==> config.mk <==
export PLATFORM = sky130hd
export DESIGN_NAME = uart_irq_ident
export DESIGN_NICKNAME = d
export VERILOG_FILES = /design/src/rtl/uart_irq_pkg.sv /design/src/rtl/uart_irq_flags.sv /design/src/rtl/uart_irq_prio.sv /design/src/rtl/uart_irq_ident.sv
export SDC_FILE = /design/constraint.sdc
export NUM_CORES = 1
export LEC_CHECK = 0
export CORE_UTILIZATION = 31
export CTS_CLUSTER_DIAMETER = 100
export DETAILED_ROUTE_END_ITERATION = 6
export PLACE_DENSITY = 0.79
export SLEW_MARGIN = 20
export SYNTH_ARGS = -nofsm -noshare
export SYNTH_HDL_FRONTEND = slang
export SYNTH_SLANG_ARGS = --single-unit
==> constraint.sdc <==
create_clock -name clk_i -period 1.9 [get_ports clk_i]
set_input_delay 0.38 -clock clk_i [delete_from_list [all_inputs] [get_ports clk_i]]
set_output_delay 0.38 -clock clk_i [all_outputs]
set_load 0.02 [all_outputs]
==> src/rtl/uart_irq_pkg.sv <==
package uart_irq_pkg;
  typedef enum logic [3:0] {
    ID_MDM  = 4'h0,
    ID_NONE = 4'h1,
    ID_THR  = 4'h2,
    ID_RXD  = 4'h4,
    ID_LINE = 4'h6,
    ID_TMO  = 4'hC
  } irq_id_e;

  localparam int EN_RXD  = 0;
  localparam int EN_THR  = 1;
  localparam int EN_LINE = 2;
  localparam int EN_MDM  = 3;
  localparam int EN_W    = 4;
endpackage

==> src/rtl/uart_irq_flags.sv <==
module uart_irq_flags
  import uart_irq_pkg::*;
(
  input  logic            clk_i,
  input  logic            rst_ni,
  input  logic            ier_wr_i,
  input  logic [7:0]      ier_wdata_i,
  input  logic            thr_wr_i,
  input  logic            xmit_rst_i,
  input  logic            thr_empty_i,
  input  logic            iir_rd_i,
  input  logic            thri_shown_i,
  input  logic            lsr_rd_i,
  input  logic            brk_evt_i,
  input  logic            ovr_evt_i,
  output logic [EN_W-1:0] ier_o,
  output logic            thr_pend_o,
  output logic            brk_o,
  output logic            ovr_o
);
  logic [EN_W-1:0] ier_q;
  logic thr_pend_q, empty_q, brk_q, ovr_q;
  logic thr_pend_d;
  logic empty_rise, thri_toggle;

  assign empty_rise  = thr_empty_i && !empty_q;
  assign thri_toggle = ier_wr_i && (ier_wdata_i[EN_THR] != ier_q[EN_THR]);

  always_comb begin
    thr_pend_d = thr_pend_q;
    if (xmit_rst_i)                    thr_pend_d = 1'b1;
    else if (thr_wr_i)                 thr_pend_d = 1'b0;
    else if (empty_rise)               thr_pend_d = 1'b1;
    else if (thri_toggle)              thr_pend_d = ier_wdata_i[EN_THR] && thr_empty_i;
    else if (iir_rd_i && thri_shown_i) thr_pend_d = 1'b0;
  end

  always_ff @(posedge clk_i or negedge rst_ni) begin
    if (!rst_ni) begin
      ier_q      <= '0;
      thr_pend_q <= 1'b0;
      empty_q    <= 1'b1;
      brk_q      <= 1'b0;
      ovr_q      <= 1'b0;
    end else begin
      if (ier_wr_i) ier_q <= ier_wdata_i[EN_W-1:0];
      thr_pend_q <= thr_pend_d;
      empty_q    <= thr_empty_i;
      if (brk_evt_i)     brk_q <= 1'b1;
      else if (lsr_rd_i) brk_q <= 1'b0;
      if (ovr_evt_i)     ovr_q <= 1'b1;
      else if (lsr_rd_i) ovr_q <= 1'b0;
    end
  end

  assign ier_o      = ier_q;
  assign thr_pend_o = thr_pend_q;
  assign brk_o      = brk_q;
  assign ovr_o      = ovr_q;

  assert_ier_store_R2: assert property (@(posedge clk_i) disable iff (!rst_ni)
    ier_wr_i |=> ier_q == $past(ier_wdata_i[EN_W-1:0]));
  assert_xrst_set_R11: assert property (@(posedge clk_i) disable iff (!rst_ni)
    xmit_rst_i |=> thr_pend_q);
  assert_thr_wr_clr_R11: assert property (@(posedge clk_i) disable iff (!rst_ni)
    (thr_wr_i && !xmit_rst_i) |=> !thr_pend_q);
  assert_iir_ack_R9: assert property (@(posedge clk_i) disable iff (!rst_ni)
    (iir_rd_i && thri_shown_i && !xmit_rst_i && !empty_rise && !ier_wr_i) |=> !thr_pend_q);
  assert_brk_clr_R12: assert property (@(posedge clk_i) disable iff (!rst_ni)
    (lsr_rd_i && !brk_evt_i) |=> !brk_q);
  assert_ovr_clr_R12: assert property (@(posedge clk_i) disable iff (!rst_ni)
    (lsr_rd_i && !ovr_evt_i) |=> !ovr_q);
endmodule

==> src/rtl/uart_irq_prio.sv <==
module uart_irq_prio
  import uart_irq_pkg::*;
#(
  parameter int CNT_W = 5
) (
  input  logic [EN_W-1:0]  ier_i,
  input  logic [3:0]       err_i,
  input  logic             timeout_i,
  input  logic             data_ready_i,
  input  logic             fifo_en_i,
  input  logic [CNT_W-1:0] rx_count_i,
  input  logic [CNT_W-1:0] rx_trig_i,
  input  logic             thr_pend_i,
  input  logic [3:0]       msr_delta_i,
  output irq_id_e          id_o
);
  logic line_act, tmo_act, rxd_act, thr_act, mdm_act;

  assign line_act = ier_i[EN_LINE] && (|err_i);
  assign tmo_act  = ier_i[EN_RXD] && timeout_i;
  assign rxd_act  = ier_i[EN_RXD] && data_ready_i && (!fifo_en_i || (rx_count_i >= rx_trig_i));
  assign thr_act  = ier_i[EN_THR] && thr_pend_i;
  assign mdm_act  = ier_i[EN_MDM] && (|msr_delta_i);

  always_comb begin
    if (line_act)     id_o = ID_LINE;
    else if (tmo_act) id_o = ID_TMO;
    else if (rxd_act) id_o = ID_RXD;
    else if (thr_act) id_o = ID_THR;
    else if (mdm_act) id_o = ID_MDM;
    else              id_o = ID_NONE;
  end
endmodule

==> src/rtl/uart_irq_ident.sv <==
module uart_irq_ident
  import uart_irq_pkg::*;
#(
  parameter int CNT_W = 5
) (
  input  logic             clk_i,
  input  logic             rst_ni,
  input  logic             ier_wr_i,
  input  logic [7:0]       ier_wdata_i,
  input  logic             thr_wr_i,
  input  logic             xmit_rst_i,
  input  logic             iir_rd_i,
  input  logic             lsr_rd_i,
  input  logic             brk_evt_i,
  input  logic             ovr_evt_i,
  input  logic             fe_i,
  input  logic             pe_i,
  input  logic             data_ready_i,
  input  logic             fifo_en_i,
  input  logic [CNT_W-1:0] rx_count_i,
  input  logic [CNT_W-1:0] rx_trig_i,
  input  logic             timeout_i,
  input  logic             thr_empty_i,
  input  logic [3:0]       msr_delta_i,
  output logic [EN_W-1:0]  ier_o,
  output logic [3:0]       err_o,
  output logic [7:0]       iir_o,
  output logic             irq_o
);
  logic [EN_W-1:0] ier_w;
  logic thr_pend_w, brk_w, ovr_w;
  irq_id_e id_w;

  uart_irq_flags u_flags (
    .clk_i        (clk_i),
    .rst_ni       (rst_ni),
    .ier_wr_i     (ier_wr_i),
    .ier_wdata_i  (ier_wdata_i),
    .thr_wr_i     (thr_wr_i),
    .xmit_rst_i   (xmit_rst_i),
    .thr_empty_i  (thr_empty_i),
    .iir_rd_i     (iir_rd_i),
    .thri_shown_i (id_w == ID_THR),
    .lsr_rd_i     (lsr_rd_i),
    .brk_evt_i    (brk_evt_i),
    .ovr_evt_i    (ovr_evt_i),
    .ier_o        (ier_w),
    .thr_pend_o   (thr_pend_w),
    .brk_o        (brk_w),
    .ovr_o        (ovr_w)
  );

  assign err_o = {brk_w, fe_i, pe_i, ovr_w};

  uart_irq_prio #(.CNT_W(CNT_W)) u_prio (
    .ier_i        (ier_w),
    .err_i        (err_o),
    .timeout_i    (timeout_i),
    .data_ready_i (data_ready_i),
    .fifo_en_i    (fifo_en_i),
    .rx_count_i   (rx_count_i),
    .rx_trig_i    (rx_trig_i),
    .thr_pend_i   (thr_pend_w),
    .msr_delta_i  (msr_delta_i),
    .id_o         (id_w)
  );

  assign iir_o = {fifo_en_i, fifo_en_i, 2'b00, id_w};
  assign irq_o = (id_w != ID_NONE);
  assign ier_o = ier_w;

  assert_line_first_R3: assert property (@(posedge clk_i) disable iff (!rst_ni)
    (ier_w[EN_LINE] && (|err_o)) |-> iir_o[3:0] == 4'h6);
  assert_tmo_gated_R5: assert property (@(posedge clk_i) disable iff (!rst_ni)
    !ier_w[EN_RXD] |-> iir_o[3:0] != 4'hC);
  assert_quiet_R7: assert property (@(posedge clk_i) disable iff (!rst_ni)
    (ier_w == '0) |-> (!irq_o && iir_o[0]));
endmodule

[Word-level counts from Yosys, hierarchy flattened]
Cells that the tools add are included.
Operators by class
  add/sub/neg operators: 0
  multipliers: 0
  divide/modulo/power cells: 0
  magnitude comparators: 1
  equal/unequal tests: 3
  shift operators: 0
  multiplexer cells: 13
  bitwise gates (word level): 0
  reduce and logical (&&, ||, !) cells: 18
Operators by type and width (count)
  $mux W4: 4
  $logic_and A1 B1 Y1: 10
  $mux W1: 9
  $reduce_or A4 Y1: 2
  $ge A5 B5 Y1: 1
  $reduce_bool A5 Y1: 1
  $eq A4 B2 Y1 const B: 1
  $ne A4 B1 Y1 const B: 1
  $reduce_bool A2 Y1: 2
  $logic_not A1 Y1: 2
  $logic_or A1 B1 Y1: 1
  $ne A1 B1 Y1: 1
Word-level totals
  register bits: 8
  bits in latches: 0
  memory bits (writable): 0
  bits in read-only memories: 0
  input port bits: 37
  output and inout port bits: 17
  word-level logic and storage cells: 40
  memories kept: 0

[Depth between registers and ports, before layout]
Gate-level depths: netlist (run 1).
  word-level depth: 14
  depth in mapped cells: 6
  mapped depth without buffers: 6

[By module]
From an unflattened synthesis (run 1), not the netlist that was laid out.
Unflattened totals
  cells, all modules: 66
  area, all modules: 648.1 um2
Modules (own cells, without submodules)
  uart_irq_flags: times used 1, cells an instance 26, area each 342.8 um2, sequential area each 201.4 um2
  uart_irq_prio: times used 1, cells an instance 29, area each 222.7 um2, sequential area each 0.0 um2
  uart_irq_ident: times used 1, cells an instance 11, area each 82.6 um2, sequential area each 0.0 um2

[Worst setup path after synthesis (run 1)]
Ideal clock, no wire load.
  path kind: in2out
  from: input rx_trig_i[2]
  to: output iir_o[0]
  arrival time: 1.487 ns
  data required time: 1.520 ns
  setup slack: 0.033 ns
  cell stages on the path: 6
  cells stage by stage: inv_1 ha_1 a21oi_1 o21ai_1 a211oi_2 and4_1
On the way
  longest elaborated chain between the ends: 6
Ends and longest elaborated chain
  start: declaration: RTL line uart_irq_ident.sv:21  | input logic [CNT_W-1:0] rx_trig_i,
  $ge A5 B5 Y1: RTL line uart_irq_prio.sv:21  | assign rxd_act = ier_i[EN_RXD] && data_ready_i && (!fifo_en_i || (rx_count_i >= rx_trig_i));
  $logic_or A1 B1 Y1: RTL line uart_irq_prio.sv:21
  $logic_and A1 B1 Y1: RTL line uart_irq_prio.sv:21
  $mux W4: RTL line uart_irq_prio.sv:28  | else if (rxd_act) id_o = ID_RXD;
  $mux W4: RTL line uart_irq_prio.sv:27  | else if (tmo_act) id_o = ID_TMO;
  $mux W4: RTL line uart_irq_prio.sv:26  | if (line_act) id_o = ID_LINE;
  end: declaration: RTL line uart_irq_ident.sv:27  | output logic [7:0] iir_o,
Every way passes these cells.

[Final worst setup path (run 1)]
  from: input rx_trig_i[4]
  to: output iir_o[1]
The elaborated chain is that of the path after synthesis.

==> results of run 1 <==
-- cell families after synthesis --
family	share of synthesized area
XOR/XNOR	0.0140
flip-flops	0.323
multiplexers	0.0721
AO/OA/AOI/OAI	0.178
AND/OR/NAND/NOR	0.144
adder cells (fa/ha/maj)	0.100
buffers and inverters	0.162
other	0.00601
-- worst max-delay path, stage by stage --
cell	delay, ns
buf_2	0.07
inv_1	0.03
ha_1	0.30
nand2_1	0.11
a31oi_4	0.09
a211oi_2	0.24
buf_4	0.17
a31o_1	0.15
buf_6	0.12
-- routing by layer --
layer / wire length [um] / GRT usage / up-vias
li1: - / - / 346
met1: 768 / 0.182 / 323
met2: 1080 / 0.381 / 30
met3: 127 / 0.0269 / 2
met4: 19 / 0.131 / 0
met5: 0 / 0 / -
-- how the worst max path moves through the flow --
stage	from	to	slack (ns)
finish	rx_trig_i[4]	iir_o[1]	-0.16
global route	rx_trig_i[4]	iir_o[1]	-0.22
CTS	rx_trig_i[2]	irq_o	-0.11
detailed placement	rx_trig_i[2]	iir_o[0]	-1.05
global placement	rx_count_i[0]	iir_o[0]	-0.98
floorplan	rx_trig_i[2]	iir_o[0]	0.03
-- through the flow --
stage               setup WS (ns)  utilization  hold slack (ns)
finish                     -0.156        0.711            0.397
detailed placement          -1.05        0.644            0.538
global placement           -0.981        0.644            0.525
floorplan                  0.0334            -           0.0844
CTS                        -0.114        0.676            0.401
global route               -0.225        0.711            0.416
-- where the power goes --
part / total (mW) / switching [mW] / internal (mW)
registers: 0.199 / 0.0134 / 0.186
logic: 0.309 / 0.131 / 0.177
clock network: 0.146 / 0.0654 / 0.0808
-- registers in the layout, indices dropped and copies added, names as in the netlist --
| name | flops |
|---|---|
| u_flags.brk_o | 1 |
| u_flags.empty_q | 1 |
| u_flags.ier_o | 4 |
| u_flags.ovr_o | 1 |
| u_flags.thr_pend_o | 1 |
-- cell usage after synthesis --
master | instances | area [um2]
a211oi_2 | 1 | 12.5
inv_1 | 10 | 37.5
nand2_1 | 8 | 30.0
mux2_1 | 1 | 11.3
and3_2 | 1 | 7.51
o21ai_1 | 1 | 5.00
dfstp_2 | 1 | 26.3
nor2_1 | 2 | 7.51
a31oi_1 | 2 | 12.5
a2111oi_2 | 1 | 15.0
nand4_1 | 1 | 6.26
a211oi_1 | 1 | 7.51
dfrtp_1 | 7 | 175
a21o_1 | 2 | 15.0
nor2b_1 | 2 | 12.5
inv_2 | 1 | 3.75
o41ai_1 | 1 | 8.76
nor3b_1 | 1 | 7.51
a31o_1 | 1 | 8.76
o21ai_0 | 1 | 5.00
a21oi_1 | 1 | 5.00
and4b_1 | 1 | 10.0
ha_1 | 5 | 62.6
xor2_1 | 1 | 8.76
conb_1 | 1 | 3.75
and4_1 | 1 | 8.76
buf_4 | 8 | 60.1
mux2_2 | 3 | 33.8
o41ai_2 | 1 | 16.3
-- cell type report --
type                            instances  area [um2]
Tap cell                               25        31.3
Timing Repair Buffer                   63         576
Clock buffer                            4        26.3
Inverter                               11        43.8
Multi-Input combinational cell         42         403
Fill cell                             126         520
Sequential cell                         8         201
-- what timing repair did --
item,CTS,global route
buffers inserted,3,1
setup endpoints to repair,8,5
gates cloned,0,0
gates resized for setup,72,16
pin swaps,17,8
==> results.txt, run 1 <==
----------------------------------------------------
[Drt]
  Post-detailed-route DRC marker count ... 0
  DRT iter0 DRCs ... 3
  Final routed wirelength across all metal layers ... 1990 um
  Average wire length per cell after detail routing ... 13.0 um
  Number of vias after detailed routing ... 701
  TritonRoute pass-1 iters ... 3
  Vias per std cell ... 4.58
  Remaining number of nets flagged by the antenna check after routing ... 0

[Critical path]
  Sort of element at the end of the critical path ... output pin
  Crit path DAT ... 1.68 ns
  Reg-to-reg startpoint ... u_flags.ier_o[1]$_DFFE_PN0P_
  Reg-to-reg endpoint ... u_flags.thr_pend_o$_DFFE_PN0P_
  Worst Setup Path Type ... in -> out
  Reg2Reg Setup Slack ... 0.31 ns
  Nature of the critical path startpoint ... primary input
  Peak fanout along the critical path ... 3
  Worst path required time ... 1.52 ns
  Number of cell instances on the worst register-to-register path ... 4

[Placed design]
  Post-placement cell area ... 1160 um2
  Placed Cells incl. Taps ... 145
  Quantity of I/O buffers inserted on ports ... 47
  Post-detail-place hpwl ... 1390 um
  Global placement routability congestion ... 0.699

[Finish]
  Antenna Diode Count ... 0
  Highest-count cells in the layout ignoring fill and taps ... clkdlybuf4s50_1 (24), buf_4 (17), inv_1 (7), buf_6 (7), dfrtp_1 (7)
  Number of non-filler instances in the completed layout ... 153
  Synth-to-layout area growth ... 105%
  Net count, final ... 171
  Fraction of final layout cells with drive strength greater than 1 ... 0.438
  Most frequent standard cell in the layout excluding fill and tap cells ... clkdlybuf4s50_1
  Non-Filler Cell Area, Final ... 1280 um2

[Synthesis]
  Total number of yosys warnings ... 0
  Proportion of synthesized chip area in sequential cells ... 0.323
  Number of synthesized register bits ... 8
  Gate count of the mapped netlist ... 68
  Number of distinct library cells after synthesis ... 29
  Combined area of all synthesized cells ... 624 um2
  Syn_area_per_cell ... 9.18 um2

[Clocking]
  Number of buffers created by CTS ... 3
  CTS tree ... done
  Clock Tree Root ... clkbuf_4
  Worst-skew pair later-pin latency ... 0.26 ns
  Maximum number of buffers from clock root to sink ... 2
  Number of levels the H-tree was split into ... 1
  Clock-pin slew reported for the worst setup and hold paths after clock tree synthesis ... 0.06 ns
  Sink count of the clock tree ... 8
  Cts-stage hold buffer count ... 0

[Die]
  Die width ... 46.9 um
  Initial Utilization ... 0.347
  Core area ... 1800 um2
  Number of ports placed on the die boundary ... 54
  Floorplan row count ... 15
  Die outline area ... 2200 um2
  Die outline height ... 46.9 um

[STA]
  Max Fclk ... 486 MHz
  Number of setup violations in the final report ... 4
  Fin Setup TNS ... -0.419 ns
  Number of endpoints with negative hold slack in the final report ... 0
  Setup Skew ... 0.00217 ns
  Time the worst path needs with I/O delays and setup ... 2.06 ns
  Count of final max-slew check failures ... 0
  Ratio of final minimum period to clock period ... 1.08
  Final critical-path setup slack ... -0.156 ns
  RSZ-0062 raised after global routing ... yes

[Worst hold path]
  Path category of the worst min-delay check ... in -> async

[Global routing]
  Number of global-route vias before repair ... 674
  Largest net degree at the start of global routing ... 9
  Total grt overflow ... 0
  Overall track demand over capacity in global routing ... 0.194
  Wire length of the first global-routing pass ... 2860 um
  Initial antenna violation count ... 0

[Job]
  Max-cap viol count ... 0

[Power]
  Maximum vdd ir drop ... 0.399 mV
  Pleak ... 0.632 nW
  Power density cells ... 511 nW/um2
  Total power ... 0.654 mW

[Status]
  Result of the run ... finished with violations
  Failing checks ... setup timing

----------------------------------------------------
Power figures use the tool's default switching activity.
==> run 2: changes to the inputs <==
CTS_CLUSTER_DIAMETER = 120   (was 100)
GPL_TIMING_DRIVEN = 0   (was default)
==> run 2 against run 1 <==
  * The run still ends with setup timing left
  * Non-clock buffer count down 4
  * Clock power down 6%
  * Sequential power up 2%
  * Register-to-register slack about the same
  * Via count down 4.3%
  * Critical path depth down 1
  * Sequential share of layout area up 0.52 points
  * Count of clock-buffer cells in the layout unchanged
  * Critical path type unchanged
  * Routed wire length down 7.4%
  * Cell area down 3.2%
==> results.txt, run 2 (synthesized netlist as in run 1, its figures left out) <==
----------------------------------------------------
[Placed design]
  Placed Cells incl. Taps ... 141
  Post-placement cell area ... 1130 um2
  Setup slack at placement ... -1.12 ns
  Quantity of I/O buffers inserted on ports ... 47
  Global placement routability congestion ... 0.685
  Post-detail-place hpwl ... 1470 um

[Critical path]
  Sort of element at the end of the critical path ... output pin
  Peak fanout along the critical path ... 3
  Worst path required time ... 1.52 ns
  Nature of the critical path startpoint ... primary input
  Worst Setup Path Type ... in -> out
  Crit path DAT ... 1.61 ns

[Global routing]
  Number of global-route vias before repair ... 682
  Initial antenna violation count ... 0
  Total grt overflow ... 0
  Wire length of the first global-routing pass ... 2750 um
  Largest net degree at the start of global routing ... 9
  Overall track demand over capacity in global routing ... 0.181

[Finish]
  Most frequent standard cell in the layout excluding fill and tap cells ... clkdlybuf4s50_1
  Non-Filler Cell Area, Final ... 1240 um2
  Net count, final ... 167
  Final-layout fill cell count ... 141
  Register Area ... 201 um2
  Number of non-filler instances in the completed layout ... 149
  Max reg flops ... 4
  Synth-to-layout area growth ... 98.6%
  Highest-count cells in the layout ignoring fill and taps ... clkdlybuf4s50_1 (28), buf_4 (13), nand2_1 (7), buf_6 (7), dfrtp_1 (7)
  Antenna Diode Count ... 0
  Multi-input gate area in the final layout ... 407 um2
  Fraction of final layout cells with drive strength greater than 1 ... 0.419

[STA]
  Number of setup violations in the final report ... 4
  RSZ-0062 raised after global routing ... yes
  Count of final max-slew check failures ... 0
  Number of endpoints with negative hold slack in the final report ... 0
  Setup Skew ... 0.00212 ns
  Max Fclk ... 503 MHz
  Ratio of final minimum period to clock period ... 1.05
  Final critical-path setup slack ... -0.0890 ns
  Fin Setup TNS ... -0.160 ns
  Time the worst path needs with I/O delays and setup ... 1.99 ns

[Drt]
  Remaining number of nets flagged by the antenna check after routing ... 0
  Post-detailed-route DRC marker count ... 0
  TritonRoute pass-1 iters ... 2
  Vias per std cell ... 4.50
  Final routed wirelength across all metal layers ... 1840 um
  Average wire length per cell after detail routing ... 12.4 um
  Number of vias after detailed routing ... 671
  DRT iter0 DRCs ... 2

[Power]
  Sw power ... 0.196 mW
  Part of the total power dissipated in combinational logic ... 0.461
  Clock group share of total power ... 0.218
  Sequential Power Share ... 0.322
  Power density cells ... 508 nW/um2
  Cell-internal power ... 0.434 mW
  Maximum vdd ir drop ... 0.401 mV
  Switching fraction of total power ... 0.312
  Pleak ... 0.583 nW
  Total power ... 0.630 mW

[Clocking]
  Cts-stage hold buffer count ... 0
  Number of buffers created by CTS ... 3
  Number of levels the H-tree was split into ... 1
  CTS tree ... done
  Clock-pin slew reported for the worst setup and hold paths after clock tree synthesis ... 0.06 ns
  Worst-skew pair later-pin latency ... 0.25 ns
  Clock Tree Root ... clkbuf_4
  Sink count of the clock tree ... 8
  Maximum number of buffers from clock root to sink ... 2

[Die]
  Die outline area ... 2200 um2
  Number of ports placed on the die boundary ... 54
  Core area ... 1800 um2
  Floorplan row count ... 15
  Die outline height ... 46.9 um
  Die width ... 46.9 um
  Initial Utilization ... 0.347

[Job]
  Max-cap viol count ... 0

[Status]
  Failing checks ... setup timing
  Result of the run ... finished with violations

[Worst hold path]
  Path category of the worst min-delay check ... in -> async

----------------------------------------------------
-- run 2: cell types whose count changed in the layout (fill, tap and decap cells not counted), moves of 2 or more --
cell / change
clkdlybuf4s50_1: +4
buf_4: -4
clkbuf_2: +2
dlymetal6s2s_1: -4
-- run 2: power by group through the flow --
stage	clock, mW	combinational (mW)	sequential, mW
after floorplan	0	0.106	0.211
after global placement	0	0.253	0.203
after detailed placement	0	0.258	0.204
after CTS	0.144	0.276	0.203
after global routing	0.160	0.313	0.205
final	0.137	0.290	0.203
-- run 2: final timing paths --
path / startpoint / to / slack, ns / cells past startpoint
max reg2reg: u_flags.ier_o[1]$_DFFE_PN0P_ / u_flags.thr_pend_o$_DFFE_PN0P_ / 0.31 / 4
min in group clk_i: u_flags.ier_o[0]$_DFFE_PN0P_ / u_flags.ier_o[0]$_DFFE_PN0P_ / 0.56 / 1
min reg2reg: u_flags.ier_o[0]$_DFFE_PN0P_ / u_flags.ier_o[0]$_DFFE_PN0P_ / 0.56 / 1
min: rst_ni / u_flags.ier_o[3]$_DFFE_PN0P_ / 0.40 / 1
max in group asynchronous: rst_ni / u_flags.empty_q$_DFF_PN1_ / 1.19 / 1
max: rx_count_i[2] / irq_o / -0.09 / 8
-- run 2: critical path: stages --
cell	delay (ns)
buf_6	0.10
ha_4	0.24
a21oi_2	0.14
o21ai_2	0.08
a211oi_2	0.25
buf_4	0.17
nand4_1	0.09
buf_6	0.17
-- run 2: stage by stage --
step | hold slack [ns] | utilization
after floorplan | 0.0844 | -
after global placement | 0.528 | 0.627
after detailed placement | 0.535 | 0.627
after CTS | 0.413 | 0.664
after global routing | 0.412 | 0.688
final | 0.404 | 0.688
-- run 2: timing repair --
item / in CTS / in global routing
endpoints found under the hold margin: 0 / 0
buffers inserted: 3 / 1
resized for setup: 70 / 15
setup endpoints to repair: 9 / 5
pin swaps: 16 / 9
-- run 2: area by class of cell --
cell class / count / share of cell area
tap: 25 / 0.0252
timing repair buffer: 51 / 0.379
sequential: 8 / 0.162
inverter: 11 / 0.0353
clock buffer: 4 / 0.0212
multi-input combinational: 42 / 0.328
buffer: 8 / 0.0484
-- run 2: per-layer routing --
layer	wire [um]	part of all wire	vias to the layer above	GRT usage
met1	666	0.36	301	0.175
li1	-	-	340	-
met5	0	0	-	0
met2	998	0.54	30	0.350
met4	0	0	0	0.114
met3	179	0.097	0	0.0308
==> run 3: changes to the inputs <==
PLACE_DENSITY = 0.76   (was 0.79)
REMOVE_ABC_BUFFERS = 1   (was default)
==> run 3 against run 2 <==
  * The flow still finishes with violations (setup timing)
  * Total power grew 0.38%
  * Sequential power about the same
  * Routed wire length down 2.0%
  * Critical path depth up 1
  * Non-clock buffer count decreased by 6
  * Worst setup slack got worse by 0.018 ns
  * Worst hold slack worse by 0.0073 ns
  * Largest power group unchanged
==> results.txt, run 3 (synthesized netlist as in run 1, its figures left out) <==
----------------------------------------------------
[Status]
  Result of the run ... finished with violations
  Failing checks ... setup timing

[STA]
  Count of final max-slew check failures ... 0
  Number of endpoints with negative hold slack in the final report ... 0
  Minimum hold slack ... 0.397 ns
  RSZ-0062 raised after global routing ... yes
  Final critical-path setup slack ... -0.107 ns
  Time the worst path needs with I/O delays and setup ... 2.01 ns
  Ratio of final minimum period to clock period ... 1.06
  Number of setup violations in the final report ... 4
  Setup Skew ... 0.00107 ns
  Max Fclk ... 498 MHz

[Clocking]
  Worst-skew pair later-pin latency ... 0.25 ns
  Cts-stage hold buffer count ... 0
  Maximum number of buffers from clock root to sink ... 2
  CTS tree ... done
  Number of levels the H-tree was split into ... 1
  Sink count of the clock tree ... 8
  Number of buffers created by CTS ... 3
  Clock Tree Root ... clkbuf_4
  Clock-pin slew reported for the worst setup and hold paths after clock tree synthesis ... 0.05 ns

[Critical path]
  Nature of the critical path startpoint ... primary input
  Reg-to-reg startpoint ... u_flags.ier_o[1]$_DFFE_PN0P_
  Worst path required time ... 1.52 ns
  Capturing element of the worst setup path ... irq_o
  Number of cell instances on the worst register-to-register path ... 4
  Peak fanout along the critical path ... 4
  Source of the critical timing path ... rx_trig_i[4]
  Worst Setup Path Type ... in -> out
  Reg2Reg Setup Slack ... 0.32 ns
  Crit path DAT ... 1.63 ns
  Sort of element at the end of the critical path ... output pin
  Reg-to-reg endpoint ... u_flags.thr_pend_o$_DFFE_PN0P_

[Finish]
  Net count, final ... 161
  Layout Utilization ... 0.678
  Non-Filler Cell Area, Final ... 1220 um2
  Fraction of final layout cells with drive strength greater than 1 ... 0.415
  Synth-to-layout area growth ... 95.6%
  Highest-count cells in the layout ignoring fill and taps ... clkdlybuf4s50_1 (27), buf_4 (7), dfrtp_1 (7)
  Max reg flops ... 4
  Antenna Diode Count ... 0
  Most frequent standard cell in the layout excluding fill and tap cells ... clkdlybuf4s50_1

[Placed design]
  Post-detail-place hpwl ... 1380 um
  Quantity of I/O buffers inserted on ports ... 47
  Setup slack at placement ... -1.08 ns
  Global placement routability congestion ... 0.723
  Post-placement cell area ... 1070 um2

[Global routing]
  Largest net degree at the start of global routing ... 9
  Initial antenna violation count ... 0
  Wire length of the first global-routing pass ... 2630 um
  Number of global-route vias before repair ... 631
  Overall track demand over capacity in global routing ... 0.169
  Total grt overflow ... 0

[Power]
  Sw power ... 0.202 mW
  Part of the total power dissipated in combinational logic ... 0.462
  Total power ... 0.632 mW
  Cell-internal power ... 0.431 mW
  Pleak ... 0.561 nW
  Clock group share of total power ... 0.216
  Maximum vdd ir drop ... 0.448 mV
  Power density cells ... 518 nW/um2
  Sequential Power Share ... 0.323
  Switching fraction of total power ... 0.319

[Drt]
  Vias per std cell ... 4.59
  DRT iter0 DRCs ... 2
  TritonRoute pass-1 iters ... 3
  Post-detailed-route DRC marker count ... 0
  Final routed wirelength across all metal layers ... 1810 um
  Number of vias after detailed routing ... 657
  Average wire length per cell after detail routing ... 12.6 um
  Remaining number of nets flagged by the antenna check after routing ... 0

[Die]
  Core area ... 1800 um2
  Die outline area ... 2200 um2
  Die width ... 46.9 um
  Initial Utilization ... 0.347
  Number of ports placed on the die boundary ... 54
  Die outline height ... 46.9 um
  Floorplan row count ... 15

[Job]
  Max-cap viol count ... 0

[Worst hold path]
  Path category of the worst min-delay check ... in -> async

----------------------------------------------------
==> run 3: per-stage QoR <==
stage | TNS (ns) | std cells
detailed placement | -4.60 | 133
global route | -0.673 | 143
finish | -0.290 | 143
global placement | -4.39 | 133
CTS | -0.365 | 142
floorplan | 0 | 61
==> run 3: power groups by stage <==
| stage | Clock, mW | Sequential (mW) | Combinational (mW) |
|---|---|---|---|
| after floorplan | 0 | 0.215 | 0.0824 |
| after global routing | 0.155 | 0.206 | 0.315 |
| after global placement | 0 | 0.203 | 0.240 |
| after detailed placement | 0 | 0.204 | 0.244 |
| final | 0.136 | 0.204 | 0.292 |
| after CTS | 0.143 | 0.203 | 0.271 |
==> run 3: final cells by class <==
| cell class | count | area (um2) |
|---|---|---|
| Clock buffer | 4 | 26.3 |
| Sequential cell | 8 | 201 |
| Inverter | 11 | 43.8 |
| Fill cell | 144 | 581 |
| Timing Repair Buffer | 53 | 492 |
| Tap cell | 25 | 31.3 |
| Multi-Input combinational cell | 42 | 427 |
==> run 3: worst max-delay path: stages <==
cell and delay [ns]:
clkdlybuf4s15_1 0.18, inv_2 0.07, ha_4 0.19, nand2_1 0.08, nor2_2 0.05, a211oi_4 0.26, buf_4 0.16, nand4_1 0.09
buf_6 0.16
==> run 3: metal layers <==
| metal | track usage | wire [um] |
|---|---|---|
| met1 | 0.171 | 677 |
| met2 | 0.342 | 975 |
| met3 | 0.0231 | 135 |
| met4 | 0.0686 | 19 |
| met5 | 0 | 0 |
==> run 3: worst min path at each step <==
| stage | to | slack (ns) |
|---|---|---|
| floorplan | u_flags.brk_o$_DFFE_PN0P_ | 0.08 |
| global placement | u_flags.brk_o$_DFFE_PN0P_ | 0.52 |
| detailed placement | u_flags.brk_o$_DFFE_PN0P_ | 0.52 |
| CTS | u_flags.ier_o[1]$_DFFE_PN0P_ | 0.40 |
| global route | u_flags.ier_o[1]$_DFFE_PN0P_ | 0.43 |
| finish | u_flags.ier_o[1]$_DFFE_PN0P_ | 0.40 |
==> run 3: repair_timing <==
action                     CTS  global route
buffers inserted             5             1
setup endpoints to repair    5             5
gates resized for setup     72            17
gates cloned                 0             0
pin swaps                   16             6
